===== src/rtl/dma_trig_pkg.sv =====
package dma_trig_pkg;

  typedef enum logic [1:0] {
    TM_IMM = 2'd0,
    TM_VBL = 2'd1,
    TM_HBL = 2'd2,
    TM_SPC = 2'd3
  } trig_mode_e;

  typedef enum logic {
    ST_SCAN = 1'b0,
    ST_WAIT = 1'b1
  } sched_state_e;

endpackage


===== src/rtl/dma_trig_pend.sv =====
module dma_trig_pend
  import dma_trig_pkg::*;
#(
  parameter int NUM_CH = 4,
  parameter int SPC_CH = NUM_CH - 1
) (
  input  logic                  clk,
  input  logic                  rst_n,
  input  logic [NUM_CH-1:0]     ch_en,
  input  logic [2*NUM_CH-1:0]   ch_mode,
  input  logic                  vblank_pulse,
  input  logic                  hblank_pulse,
  input  logic                  special_pulse,
  input  logic [NUM_CH-1:0]     clr_vec,
  output logic [NUM_CH-1:0]     pend_vec
);

  logic [NUM_CH-1:0] en_q;
  logic [NUM_CH-1:0] trig;
  logic [NUM_CH-1:0] pend_d;

  for (genvar g = 0; g < NUM_CH; g++) begin : g_ch
    trig_mode_e mode;
    logic       spc_hit;
    assign mode = trig_mode_e'(ch_mode[2*g +: 2]);

    if (g == SPC_CH) begin : g_spc
      assign spc_hit = special_pulse && (mode == TM_SPC);
    end else begin : g_nospc
      assign spc_hit = 1'b0;
    end

    assign trig[g] = ch_en[g] &&
                     ((vblank_pulse && (mode == TM_VBL)) ||
                      (hblank_pulse && (mode == TM_HBL)) ||
                      (!en_q[g]     && (mode == TM_IMM)) ||
                      spc_hit);

    // a fresh trigger wins over a same-cycle block completion
    assign pend_d[g] = trig[g] | (pend_vec[g] & ~clr_vec[g]);
  end

  always_ff @(posedge clk or negedge rst_n) begin
    if (!rst_n) begin
      en_q     <= '0;
      pend_vec <= '0;
    end else begin
      en_q     <= ch_en;
      pend_vec <= pend_d;
    end
  end

endmodule


===== src/rtl/dma_trig_arb.sv =====
module dma_trig_arb #(
  parameter int NUM_CH = 4,
  parameter int IDX_W  = 2
) (
  input  logic [NUM_CH-1:0] req,
  output logic              grant_vld,
  output logic [IDX_W-1:0]  grant_idx
);

  always_comb begin
    grant_vld = |req;
    grant_idx = '0;
    for (int i = NUM_CH - 1; i >= 0; i--) begin
      if (req[i]) grant_idx = IDX_W'(i);
    end
  end

endmodule


===== src/rtl/dma_trig_irq.sv =====
module dma_trig_irq #(
  parameter int NUM_CH = 4,
  parameter int IDX_W  = 2,
  parameter int SPC_CH = NUM_CH - 1
) (
  input  logic              clk,
  input  logic              rst_n,
  input  logic              unit_ack,
  input  logic [IDX_W-1:0]  cur_ch,
  input  logic [NUM_CH-1:0] ch_irq_en,
  input  logic              drq_en,
  input  logic [NUM_CH-1:0] irq_clr,
  input  logic              cart_clr,
  output logic [NUM_CH-1:0] irq_flags,
  output logic              cart_irq
);

  logic [NUM_CH-1:0] set_vec;
  logic [NUM_CH-1:0] flags_d;
  logic              cart_set;
  logic              cart_d;
  logic              flags_ce;

  for (genvar g = 0; g < NUM_CH; g++) begin : g_set
    assign set_vec[g] = unit_ack && ch_irq_en[g] && (cur_ch == IDX_W'(g));
  end

  assign cart_set = unit_ack && drq_en && (cur_ch == IDX_W'(SPC_CH));

  always_comb begin
    flags_d  = set_vec | (irq_flags & ~irq_clr);
    cart_d   = cart_set | (cart_irq & ~cart_clr);
    flags_ce = unit_ack | (|irq_clr) | cart_clr;
  end

  always_ff @(posedge clk or negedge rst_n) begin
    if (!rst_n) begin
      irq_flags <= '0;
      cart_irq  <= 1'b0;
    end else if (flags_ce) begin
      irq_flags <= flags_d;
      cart_irq  <= cart_d;
    end
  end

endmodule


===== src/rtl/dma_trig_sched.sv =====
module dma_trig_sched
  import dma_trig_pkg::*;
#(
  parameter int NUM_CH = 4,
  localparam int IDX_W = (NUM_CH > 1) ? $clog2(NUM_CH) : 1
) (
  input  logic                clk,
  input  logic                rst_n,
  input  logic [NUM_CH-1:0]   ch_en,
  input  logic [2*NUM_CH-1:0] ch_mode,
  input  logic [NUM_CH-1:0]   ch_irq_en,
  input  logic                drq_en,
  input  logic                vblank_pulse,
  input  logic                hblank_pulse,
  input  logic                special_pulse,
  input  logic                unit_done,
  input  logic                block_done,
  input  logic [NUM_CH-1:0]   irq_clr,
  input  logic                cart_clr,
  output logic                start_pulse,
  output logic [IDX_W-1:0]    start_ch,
  output logic                busy,
  output logic [NUM_CH-1:0]   irq_flags,
  output logic                cart_irq
);

  localparam int SPC_CH = NUM_CH - 1;

  sched_state_e      st_q, st_d;
  logic [IDX_W-1:0]  cur_q;
  logic [NUM_CH-1:0] pend_vec;
  logic [NUM_CH-1:0] clr_vec;
  logic              grant_vld;
  logic [IDX_W-1:0]  grant_idx;
  logic              unit_ack;
  logic              start_d;

  dma_trig_pend #(
    .NUM_CH (NUM_CH),
    .SPC_CH (SPC_CH)
  ) u_pend (
    .clk           (clk),
    .rst_n         (rst_n),
    .ch_en         (ch_en),
    .ch_mode       (ch_mode),
    .vblank_pulse  (vblank_pulse),
    .hblank_pulse  (hblank_pulse),
    .special_pulse (special_pulse),
    .clr_vec       (clr_vec),
    .pend_vec      (pend_vec)
  );

  dma_trig_arb #(
    .NUM_CH (NUM_CH),
    .IDX_W  (IDX_W)
  ) u_arb (
    .req       (pend_vec),
    .grant_vld (grant_vld),
    .grant_idx (grant_idx)
  );

  assign unit_ack = (st_q == ST_WAIT) && unit_done;

  for (genvar g = 0; g < NUM_CH; g++) begin : g_clr
    assign clr_vec[g] = unit_ack && block_done && (cur_q == IDX_W'(g));
  end

  dma_trig_irq #(
    .NUM_CH (NUM_CH),
    .IDX_W  (IDX_W),
    .SPC_CH (SPC_CH)
  ) u_irq (
    .clk       (clk),
    .rst_n     (rst_n),
    .unit_ack  (unit_ack),
    .cur_ch    (cur_q),
    .ch_irq_en (ch_irq_en),
    .drq_en    (drq_en),
    .irq_clr   (irq_clr),
    .cart_clr  (cart_clr),
    .irq_flags (irq_flags),
    .cart_irq  (cart_irq)
  );

  // next-state logic: scan after every unit, wait for the sequencer otherwise
  always_comb begin
    st_d    = st_q;
    start_d = 1'b0;
    unique case (st_q)
      ST_SCAN: begin
        if (grant_vld) begin
          start_d = 1'b1;
          st_d    = ST_WAIT;
        end
      end
      ST_WAIT: begin
        if (unit_done) st_d = ST_SCAN;
      end
      default: st_d = ST_SCAN;
    endcase
  end

  always_ff @(posedge clk or negedge rst_n) begin
    if (!rst_n) begin
      st_q  <= ST_SCAN;
      cur_q <= '0;
    end else begin
      st_q <= st_d;
      if (start_d) cur_q <= grant_idx;
    end
  end

  assign start_pulse = start_d;
  assign start_ch    = grant_idx;
  assign busy        = (st_q == ST_WAIT) || grant_vld;

endmodule


===== config.mk =====
export PLATFORM = sky130hd
export DESIGN_NAME = dma_trig_sched
export DESIGN_NICKNAME = d
export VERILOG_FILES = /design/src/rtl/dma_trig_pkg.sv /design/src/rtl/dma_trig_pend.sv /design/src/rtl/dma_trig_arb.sv /design/src/rtl/dma_trig_irq.sv /design/src/rtl/dma_trig_sched.sv
export SDC_FILE = /design/constraint.sdc
export NUM_CORES = 1
export LEC_CHECK = 0
export BUFFER_PORTS_ARGS = -buffer_cell sky130_fd_sc_hd__buf_2
export CORE_MARGIN = 1
export CORE_UTILIZATION = 44
export DETAILED_ROUTE_END_ITERATION = 12
export PLACE_DENSITY = 0.83
export SYNTH_ARGS = -nofsm -noshare
export SYNTH_HDL_FRONTEND = slang
export SYNTH_SLANG_ARGS = --single-unit

===== constraint.sdc =====
create_clock -name clk -period 1.3 [get_ports clk]
set_input_delay 0.26 -clock clk [delete_from_list [all_inputs] [get_ports clk]]
set_output_delay 0.26 -clock clk [all_outputs]
set_load 0.02 [all_outputs]

* Word-level counts from Yosys, hierarchy flattened
Cells that the tools add are included. Widths: inputs -> output; s select.
Word-level totals: logic and storage cells 101, bits in latches 0, memory bits (read-only) 0, RAM bits 0, output and inout port bits 9, input port bits 29, flip-flop bits (word level) 16, memories 0
Operators by class: multiply operators 0, $lt $le $gt $ge 0, div/mod/pow operators 0, mux-type cells 8, reduce and logical (&&, ||, !) cells 54, add/subtract/negate cells 0, shift-type cells 0, bitwise logic cells 21, equal/unequal tests 12
Operators with widths (count):
- $logic_and 1x1->1 | 33
- $eq 2x2->1 const B | 7
- $eq 2x1->1 const B | 5
- $logic_not 2->1 | 5
- $logic_or 1x1->1 | 10
- $mux 2 | 4
- $reduce_or 4->1 | 2
- $or 1x1->1 | 7
- $not 1->1 | 6
- $and 1x1->1 | 5
- $and 4x4->4 | 1
- $logic_not 1->1 | 4
- $not 4->4 | 1
- $or 4x4->4 | 1
- $mux 1 | 3
- $pmux 1 s2 | 1

* Logic depth before layout (Yosys ltp)
Gate-level depths: netlist of the first run.
depth in word-level cells 7, mapped depth 4, depth with buffers taken out 3

* By module
From an unflattened synthesis of the first run, not the netlist that was laid out.
Second synthesis, totals: cells, all modules 73, area total of the unflattened synthesis 769.5 um2
By module, submodules not included:
- dma_trig_pend | area each 351.6 um2, sequential area each 200.2 um2, cells each 30, instances 1
- dma_trig_irq | area each 216.5 um2, sequential area each 125.1 um2, cells each 22, instances 1
- dma_trig_sched | area each 166.4 um2, sequential area each 75.1 um2, cells each 14, instances 1
- dma_trig_arb | area each 35.0 um2, sequential area each 0.0 um2, cells each 7, instances 1

* Least setup slack after synthesis of the first run
OpenSTA, ideal clock, no wires.
path kind register to register, start register u_pend.pend_vec[0], end register cur_q[0], data required time 1175 ps, period minus slack after synthesis 1259 ps, setup slack 41 ps, cell stages (with the launch flop) 4, buffers on the path 0, data arrival time 1134 ps, setup time 125 ps, cells stage by stage dfrtp_1 nor4_4 nor2_2 mux2_4
On the way: word-level cells in the longest chain between the ends 3, elaborated cells on any way between the ends 4, those cells by class mux (3); reduce/logical (1)
RTL lines:
- start, declared | line dma_trig_pend.sv:15 | output logic [NUM_CH-1:0] pend_vec
- start signal, assigned | line dma_trig_pend.sv:49 | pend_vec <= pend_d;
- $reduce_or 4->1 | line dma_trig_arb.sv:11 | grant_vld = |req;
- $mux 1 | line dma_trig_sched.sv:91 | if (grant_vld) begin
- $mux 1 | line dma_trig_sched.sv:89 | unique case (st_q)
- net start_pulse | line dma_trig_sched.sv:20 | output logic start_pulse,
- end signal, assigned | line dma_trig_sched.sv:109 | if (start_d) cur_q <= grant_idx;
- end, declared | line dma_trig_sched.sv:30 | logic [IDX_W-1:0] cur_q;
The timed path passes the listed nets, and every way through them passes these cells. A chain may end at the register's enable or synchronous reset.

* Worst setup path in the final report of the first run
start register u_pend.pend_vec[0], end output port busy
On the way: word-level cells in the longest chain between the ends 2
RTL lines:
- $reduce_or 4->1 | line dma_trig_arb.sv:11
- $logic_or 1x1->1 | line dma_trig_sched.sv:115 | assign busy = (st_q == ST_WAIT) || grant_vld;
- end, declared | line dma_trig_sched.sv:22 | output logic busy,
Every way passes these cells.

==> results by group, run 1 <==
STA
  • Period utilization: 121%
  • Slew at the pin closest to its max-slew limit: 355 ps
  • Clock skew: 0.760 ps
  • Setup ws final: -270 ps
  • Final min period: 1570 ps
  • Max-slew headroom: 76.3%
  • # setup viols final: 5
  • RSZ-0062 raised after global routing: yes
  • Final Hold Viols: 0
  • Peak Freq: 0.637 GHz
  • Fin. max-slew vios: 0

Placement
  • Setup slack at placement: 55.3 ps
  • Port bufs: 37
  • Post-DP HPWL: 1400 um
  • Placed Area: 977 um2
  • Final GP Congestion: 0.766

Yosys
  • Area leader, netlist: dfrtp_1
  • Most common library cells after synthesis: 16 x dfrtp_1, 13 x inv_1, 5 x o21ai_0
  • Syn nets: 101
  • Ys flop type: dfrtp_1
  • Sequential fraction of the synthesis area: 52.0%
  • Top post-synthesis cells by area: dfrtp_1 52%, inv_1 6.3%, o21ai_0 3.3%
  • Cell Area, Synth: 769 um2
  • Most common cell in the netlist: dfrtp_1
  • EDFF count, synth: 0
  • Yosys top cell area share: 52.0%
  • Post-synth cell types: 26
  • Yosys reg bits: 16
  • Yosys Warn Count: 0
  • Cells after Synth: 72
  • Async S/R FF share, synth: 100%
  • Avg Cell Area, Syn: 10.7 um2

Routing
  • WL met3: 115 um
  • DR WL/cell: 14.7 um
  • 1st-iter DRT viols: 16
  • Via count: 738
  • Top routing layer used: met4
  • Vias per cell: 5.59
  • TritonRoute pass-1 iters: 9
  • Total length of routed wires: 1940 um
  • Wl on met1: 796 um
  • Final ANT Viol Nets: 0
  • Post-route DRC: 1
  • Metal2 WL: 949 um

Clock network
  • Worst-path clk slew: 90 ps
  • Clock root buffer: clkbuf_4
  • CTS tree: built
  • Total CTS buffers: 3
  • # clock sinks: 16
  • Clk buf depth: 2
  • CTS HTree Levels: 1
  • Worst skew pair latency: 290 ps

Run status
  • Status: finished, violations left
  • Failing checks: design-rule violations, negative setup slack

Critical path
  • CP delay by family, top: simple AND/OR/NAND/NOR gates
  • FF-to-FF setup slack: -60 ps
  • CP bufs+invs: 1
  • Crit end category: primary output
  • Crit path kind: reg -> out
  • Critical path's largest stage delay: 410 ps
  • Worst-path cell chain: nor4_4, nand2b_1, buf_2
  • Crit Path Max Fanout: 2
  • Critical path startpoint category: register
  • Arrival time worst endpoint: 1310 ps
  • Critical path required time: 1040 ps
  • Slowest cell on the critical path: dfrtp_1

Power
  • VDD IR max: 924 uV
  • Total power: 1.36 mW
  • PwrDens: 1270 mW/mm2
  • LEAKAGE: 0.544 nW

GRT
  • First-pass GRT wire length: 3040 um
  • Total GRT Usage: 22.6%
  • Vias in the first global route: 725
  • Initial antenna violation count: 0
  • Largest net degree at the start of global routing: 17
  • GRT overflow: 0

Finish
  • Multi-input combinational cell area: 330 um2
  • Nets: 146
  • Register area: 403 um2
  • Layout cells sized above 1: 44.8%
  • # diodes: 0
  • Fillers: 119
  • Layout area overhead: 39.2%
  • Design Area, Final: 0.00107 mm2

Run
  • Max_cap viols: 0

Floorplan
  • Initial Utilization: 48.8%
  • IO Count: 38
  • Rows: 14
  • Die ar.: 0.00192 mm2
  • Core area: 0.00158 mm2
  • Die X: 43.8 um
  • Die Ht: 43.8 um

Min path
  • HP Class: in -> reg
==> cell type report <==
class | count | area share, %
Tap cell | 16 | 1.87
Inverter | 13 | 4.56
Timing Repair Buffer | 41 | 21.7
Clock buffer | 4 | 3.39
Multi-Input combinational cell | 42 | 30.8
Sequential cell | 16 | 37.6
==> cells in the final DEF, fill, tap and decap left out <==
cell type      synthesis  final
o22a_1                 1      1
inv_1                 13     13
and4_1                 1      1
buf_6                  0      2
nor2_1                 3      3
mux2_4                 1      1
a21oi_2                0      1
dfrtp_1               16     14
nor4_4                 1      1
o311ai_0               2      2
mux4_2                 1      1
nand4b_1               2      2
clkbuf_4               0      3
and3b_1                1      1
o32ai_1                2      2
a21boi_0               1      1
nand2_1                3      3
nand2b_1               3      3
buf_4                  0      4
dlygate4sd3_1          0      1
o31ai_1                1      1
nor2_2                 1      1
mux2i_1                2      2
buf_2                  0     34
nor3_4                 0      1
a22o_1                 2      2
o21ai_0                5      5
nand3b_1               2      2
dfrtp_2                0      2
clkbuf_8               0      1
nor2b_1                2      2
nand3_1                3      3
==> registers in the layout (all words and copies together) (netlist names) <==
register         flops
cur_q                2
st_q                 1
u_irq.cart_irq       1
u_irq.irq_flags      4
u_pend.pend_vec      4
u_pend.en_q          4
==> timing repair <==
item / in CTS / in global routing
endpoints found under the hold margin: 16 / 0
hold buffers: 1 / 0
pin swaps: 2 / 1
resized for setup: 9 / 1
setup buffers: 2 / 0
endpoints found under the setup margin: 4 / 5
==> cells by family after synthesis <==
logic type | count (synthesis) | synth area share [%]
flip-flops | 16 | 52.0
AND/OR/NAND/NOR | 23 | 19.7
AO/OA/AOI/OAI | 15 | 13.8
buffers and inverters | 14 | 6.99
multiplexers | 4 | 7.48
==> final timing paths <==
kind / startpoint / endpoint / cells after the start
setup / recovery: u_pend.pend_vec[0]$_DFF_PN0_ / busy / 3
setup reg to reg: u_pend.pend_vec[0]$_DFF_PN0_ / cur_q[0]$_DFFE_PN0P_ / 4
hold / removal: ch_en[3] / u_pend.en_q[3]$_DFF_PN0_ / 1
hold reg to reg: u_irq.irq_flags[2]$_DFFE_PN0P_ / u_irq.irq_flags[2]$_DFFE_PN0P_ / 2
min in group asynchronous: rst_n / u_pend.en_q[2]$_DFF_PN0_ / 2
max in group asynchronous: rst_n / u_pend.pend_vec[2]$_DFF_PN0_ / 2
==> report_power, final <==
part	internal (mW)	switching (mW)	leakage, nW
Clock	0.171	0.163	0.0210
Combinational	0.185	0.191	0.334
Sequential	0.572	0.0791	0.189
==> per-stage QoR <==
step	setup TNS (ps)	cells	utilization, %	hold WS, ps
6_report	-911	132	67.9	85.4
5_1_grt	-1100	132	67.9	84.0
4_1_cts	-876	132	67.9	84.3
3_5_place_dp	0	125	62.0	195
3_3_place_gp	0	125	62.0	187
2_1_floorplan	0	72	-	-35.6
==> layer usage <==
metal | vias up | GRT usage, %
met1 | 348 | 24.1
li1 | 341 | -
met4 | 0 | 8.75
met2 | 39 | 40.9
met5 | - | 0
met3 | 10 | 7.08
No activity file was read; power rests on OpenSTA's default activity.
==> inputs of run 2 (changes only) <==
--- a/config.mk
+++ b/config.mk
@@ -10,6 +10,7 @@
 export CORE_UTILIZATION = 44
 export DETAILED_ROUTE_END_ITERATION = 12
 export PLACE_DENSITY = 0.83
+export SKIP_CTS_REPAIR_TIMING = 1
 export SYNTH_ARGS = -nofsm -noshare
 export SYNTH_HDL_FRONTEND = slang
 export SYNTH_SLANG_ARGS = --single-unit
==> run 2 against run 1 <==
  * The flow still finishes with violations (design-rule violations, negative setup slack)
  * Highest routed layer unchanged
  * Sequential power is essentially flat
  * Utilization shrank 0.71 points
  * Clock power is essentially flat
  * Final cell count is the same
==> results by group, run 2 (synthesis gave the netlist of run 1 again) <==
Routing
  • Post-route DRC: 2
  • 1st-iter DRT viols: 15
  • Top routing layer used: met4
  • TritonRoute pass-1 iters: 9
  • Final ANT Viol Nets: 0
  • Wl on met1: 768 um
  • Via count: 710
  • Metal2 WL: 972 um
  • Total length of routed wires: 1870 um
  • DR WL/cell: 14.2 um
  • WL met3: 101 um
  • Vias per cell: 5.38

STA
  • Slew at the pin closest to its max-slew limit: 341 ps
  • Final min period: 1590 ps
  • Clock skew: 2.12 ps
  • Final hold slack: 88.3 ps
  • Peak Freq: 0.629 GHz
  • Max-slew headroom: 77.0%
  • RSZ-0062 raised after global routing: yes
  • # setup viols final: 5
  • Setup ws final: -289 ps
  • Final Hold Viols: 0
  • Fin. max-slew vios: 0
  • Period utilization: 122%

GRT
  • Largest net degree at the start of global routing: 17
  • First-pass GRT wire length: 2890 um
  • Initial antenna violation count: 0
  • GRT overflow: 0
  • Vias in the first global route: 704
  • Total GRT Usage: 21.4%

Clock network
  • Worst skew pair latency: 290 ps
  • CTS HTree Levels: 1
  • Worst-path clk slew: 100 ps
  • Total CTS buffers: 3
  • Clock root buffer: clkbuf_4
  • CTS tree: built
  • # clock sinks: 16
  • Clk buf depth: 2

Critical path
  • FF-to-FF Start: u_pend.pend_vec[1]$_DFF_PN0_
  • Arrival time worst endpoint: 1330 ps
  • CP bufs+invs: 1
  • CP delay by family, top: flip-flops
  • Number of cells on the critical path: 3
  • Critical path required time: 1040 ps
  • Critical path's largest stage delay: 450 ps
  • Slowest cell on the critical path: dfrtp_2
  • Crit end category: primary output
  • Worst r2r dst: cur_q[0]$_DFFE_PN0P_
  • Critical path startpoint category: register
  • Reg2reg path depth: 4
  • Worst Setup SP: u_pend.pend_vec[1]$_DFF_PN0_
  • Worst setup path end: busy
  • Crit path kind: reg -> out
  • Worst-path cell chain: nor4_4, nand2b_1, buf_6
  • Crit Path Max Fanout: 4
  • FF-to-FF setup slack: -100 ps

Run
  • Max_cap viols: 0

Floorplan
  • Initial Utilization: 48.8%
  • Die X: 43.8 um
  • Die Ht: 43.8 um
  • Die ar.: 0.00192 mm2
  • IO Count: 38
  • Rows: 14
  • Core area: 0.00158 mm2

Power
  • LEAKAGE: 0.544 nW
  • PwrDens: 1260 mW/mm2
  • VDD IR max: 917 uV
  • Total power: 1.34 mW

Finish
  • Nets: 146
  • Layout area overhead: 37.7%
  • Most common cell after layout, fill and taps aside: buf_2
  • Fin util: 67.2%
  • Biggest regs: u_irq.irq_flags: 4 flops, u_pend.en_q: 4 flops, u_pend.pend_vec: 4 flops
  • Fillers: 129
  • Layout cells sized above 1: 44.0%
  • Most frequent cells in the layout: 34 x buf_2, 14 x dfrtp_1, 13 x inv_1, 5 x o21ai_0, 4 x buf_4
  • # diodes: 0

Placement
  • Post-DP HPWL: 1400 um
  • Port bufs: 37
  • Final GP Congestion: 0.766

Run status
  • Failing checks: design-rule violations, negative setup slack
  • Status: finished, violations left

Min path
  • HP Class: in -> reg
[run 2: cell counts in the layout (fill, tap and decap cells not counted)]
Identical to the previous run, type by type.
[run 2: through the flow]
stage                     cell area, um2  std cells  setup TNS [ps]  setup slack [ps]
final                               1060        132           -1010              -289
after floorplan                      769         72               0              40.6
after global placement               977        125               0              69.8
after CTS                           1010        129            -969              -272
after detailed placement             977        125               0              55.3
after global routing                1060        132           -1210              -338
[run 2: final cells by class]
type	count	area (um2)	area share [%]
sequential	16	403	38.0
multi-input combinational	42	319	30.1
timing repair buffer	41	233	22.0
inverter	13	48.8	4.60
clock buffer	4	36.3	3.42
tap	16	20.0	1.89
[run 2: how the worst min path moves through the flow]
stage	startpoint	endpoint	slack, ps	cells after the start
after global placement	rst_n	u_pend.en_q[3]$_DFF_PN0_	190	1
final	ch_en[3]	u_pend.en_q[3]$_DFF_PN0_	90	1
after detailed placement	rst_n	u_pend.en_q[3]$_DFF_PN0_	190	1
after floorplan	rst_n	cur_q[0]$_DFFE_PN0P_	-40	0
after global routing	ch_en[2]	u_pend.en_q[2]$_DFF_PN0_	80	1
after CTS	rst_n	u_pend.pend_vec[0]$_DFF_PN0_	-120	1
[run 2: power by group]
| part | leakage (nW) | total (mW) | switching (mW) | internal (mW) |
|---|---|---|---|---|
| Sequential | 0.189 | 0.654 | 0.0823 | 0.572 |
| Clock | 0.0210 | 0.332 | 0.162 | 0.171 |
| Combinational | 0.334 | 0.349 | 0.172 | 0.177 |
[run 2: metal layers]
metal | vias up | track usage [%]
li1 | 337 | -
met1 | 337 | 23.0
met2 | 32 | 39.7
met3 | 4 | 6.25
met4 | 0 | 6.88
met5 | - | 0
==> inputs of run 3 (changes only) <==
==> constraint.sdc (replaced) <==
create_clock -name clk -period 1.6 [get_ports clk]
set_input_delay 0.32 -clock clk [delete_from_list [all_inputs] [get_ports clk]]
set_output_delay 0.32 -clock clk [all_outputs]
set_load 0.02 [all_outputs]
==> run 3 against run 2 <==
  * The run ends with negative setup slack left
  * Final cell count shrank 0.76%
  * Worst hold slack improved by 63 ps
  * Clock power decreased by 19%
  * Cell area shrank 0.71%
  * Clock skew rose by 5.8 ps
  * Combinational power decreased by 23%
  * Via count grew 1.4%
  * Die area unchanged
  * Register-to-register slack better by 300 ps
  * Critical path type unchanged
  * Global-route usage shrank 0.51 points
  * Wire length grew 0.96%
  * Largest power group unchanged
==> results by group, run 3 (synthesis gave the netlist of run 1 again) <==
Run status
  • Status: finished, violations left
  • Failing checks: negative setup slack

Finish
  • Biggest regs: u_irq.irq_flags: 4 flops, u_pend.en_q: 4 flops, u_pend.pend_vec: 4 flops
  • Multi-input combinational cell area: 319 um2
  • Fillers: 130
  • Most frequent cells in the layout: 34 x buf_2, 14 x dfrtp_1, 13 x inv_1, 5 x o21ai_0
  • Most common cell after layout, fill and taps aside: buf_2
  • # diodes: 0
  • Register area: 403 um2
  • Nets: 145
  • Layout cells sized above 1: 43.5%
  • Layout area overhead: 36.7%
  • Fin util: 66.7%

Placement
  • Post-DP HPWL: 1400 um
  • Port bufs: 37
  • Final GP Congestion: 0.797

Clock network
  • CTS HTree Levels: 1
  • Clock root buffer: clkbuf_4
  • Clk buf depth: 2
  • CTS tree: built
  • Worst-path clk slew: 100 ps
  • Total CTS buffers: 3
  • Worst skew pair latency: 290 ps
  • # clock sinks: 16

STA
  • Max-slew headroom: 75.0%
  • Fin. max-slew vios: 0
  • Final min period: 1660 ps
  • Period utilization: 103%
  • # setup viols final: 2
  • Slew at the pin closest to its max-slew limit: 371 ps
  • RSZ-0062 raised after global routing: yes
  • Final Hold Viols: 0
  • Peak Freq: 0.604 GHz
  • Setup ws final: -55.6 ps
  • Clock skew: 7.90 ps

Critical path
  • Crit Path Max Fanout: 4
  • Critical path startpoint category: register
  • Crit end category: primary output
  • Arrival time worst endpoint: 1340 ps
  • Reg2reg path depth: 4
  • Crit path kind: reg -> out
  • Critical path required time: 1280 ps

GRT
  • Vias in the first global route: 663
  • GRT overflow: 0
  • Largest net degree at the start of global routing: 17
  • Total GRT Usage: 20.9%
  • Initial antenna violation count: 0
  • First-pass GRT wire length: 2820 um

Min path
  • HP Class: in -> reg
  • Cells on Worst Hold Path: 1

Floorplan
  • Initial Utilization: 48.8%
  • Die Ht: 43.8 um
  • Die X: 43.8 um
  • Rows: 14
  • IO Count: 38
  • Die ar.: 0.00192 mm2
  • Core area: 0.00158 mm2

Routing
  • Via count: 720
  • Vias per cell: 5.50
  • DR WL/cell: 14.4 um
  • Total length of routed wires: 1890 um
  • Final ANT Viol Nets: 0
  • TritonRoute pass-1 iters: 10
  • 1st-iter DRT viols: 30
  • Post-route DRC: 0

Power
  • PwrDens: 1020 mW/mm2
  • LEAKAGE: 0.539 nW
  • Net Sw Frac: 31.2%
  • Seq pwr share: 50.1%
  • Total power: 1.07 mW
  • NetSw: 0.335 mW
  • Cell Int Power: 0.738 mW
  • Comb pwr share: 24.9%
  • Clock Power Share: 25.0%
  • VDD IR max: 771 uV

Run
  • Max_cap viols: 0
==> run 3: layout make-up <==
cell class,instances,area share [%]
clock buffers,4,3.45
inverters,13,4.64
multi-input cells,42,30.3
flip-flops and latches,16,38.3
well taps,16,1.90
repair buffers,40,21.4
==> run 3: through the flow <==
step	worst slack [ps]	std cells	area (um2)	hold WS, ps	setup TNS [ps]
4_1_cts	-81.4	128	1010	-64.3	-125
2_1_floorplan	327	72	769	24.4	0
6_report	-55.6	131	1050	151	-64.3
5_1_grt	-132	131	1050	143	-214
3_5_place_dp	251	124	970	253	0
3_3_place_gp	272	124	970	249	0
==> run 3: power groups by stage <==
| stage | logic (mW) | registers, mW | clock network, mW |
|---|---|---|---|
| after global placement | 0.230 | 0.535 | 0 |
| final | 0.267 | 0.538 | 0.268 |
| after CTS | 0.238 | 0.534 | 0.273 |
| after global routing | 0.290 | 0.548 | 0.293 |
| after floorplan | 0.128 | 0.541 | 0 |
| after detailed placement | 0.237 | 0.541 | 0 |
==> run 3: final timing paths <==
| path | from | endpoint | slack (ps) |
|---|---|---|---|
| worst min register to register | u_irq.irq_flags[1]$_DFFE_PN0P_ | u_irq.irq_flags[1]$_DFFE_PN0P_ | 530 |
| max in group asynchronous | rst_n | u_pend.pend_vec[0]$_DFF_PN0_ | 860 |
| worst max-delay path | u_pend.pend_vec[1]$_DFF_PN0_ | busy | -60 |
| min in group asynchronous | rst_n | u_pend.pend_vec[2]$_DFF_PN0_ | 470 |
| worst max register to register | u_pend.pend_vec[1]$_DFF_PN0_ | cur_q[0]$_DFFE_PN0P_ | 200 |
| worst min-delay path | ch_en[3] | u_pend.en_q[3]$_DFF_PN0_ | 150 |
==> run 3: critical path, stage by stage (launching register included) <==
cell and delay [ps]:
dfrtp_2 450, nor4_4 310, nand2b_1 130, buf_6 150
==> run 3: layer usage <==
metal / routed length (um) / global-route usage [%] / share of wire (%)
met1: 736 / 23.5 / 39
met2: 1010 / 36.7 / 53
met3: 126 / 7.08 / 6.7
met4: 20 / 6.88 / 1.1
met5: 0 / 0 / 0
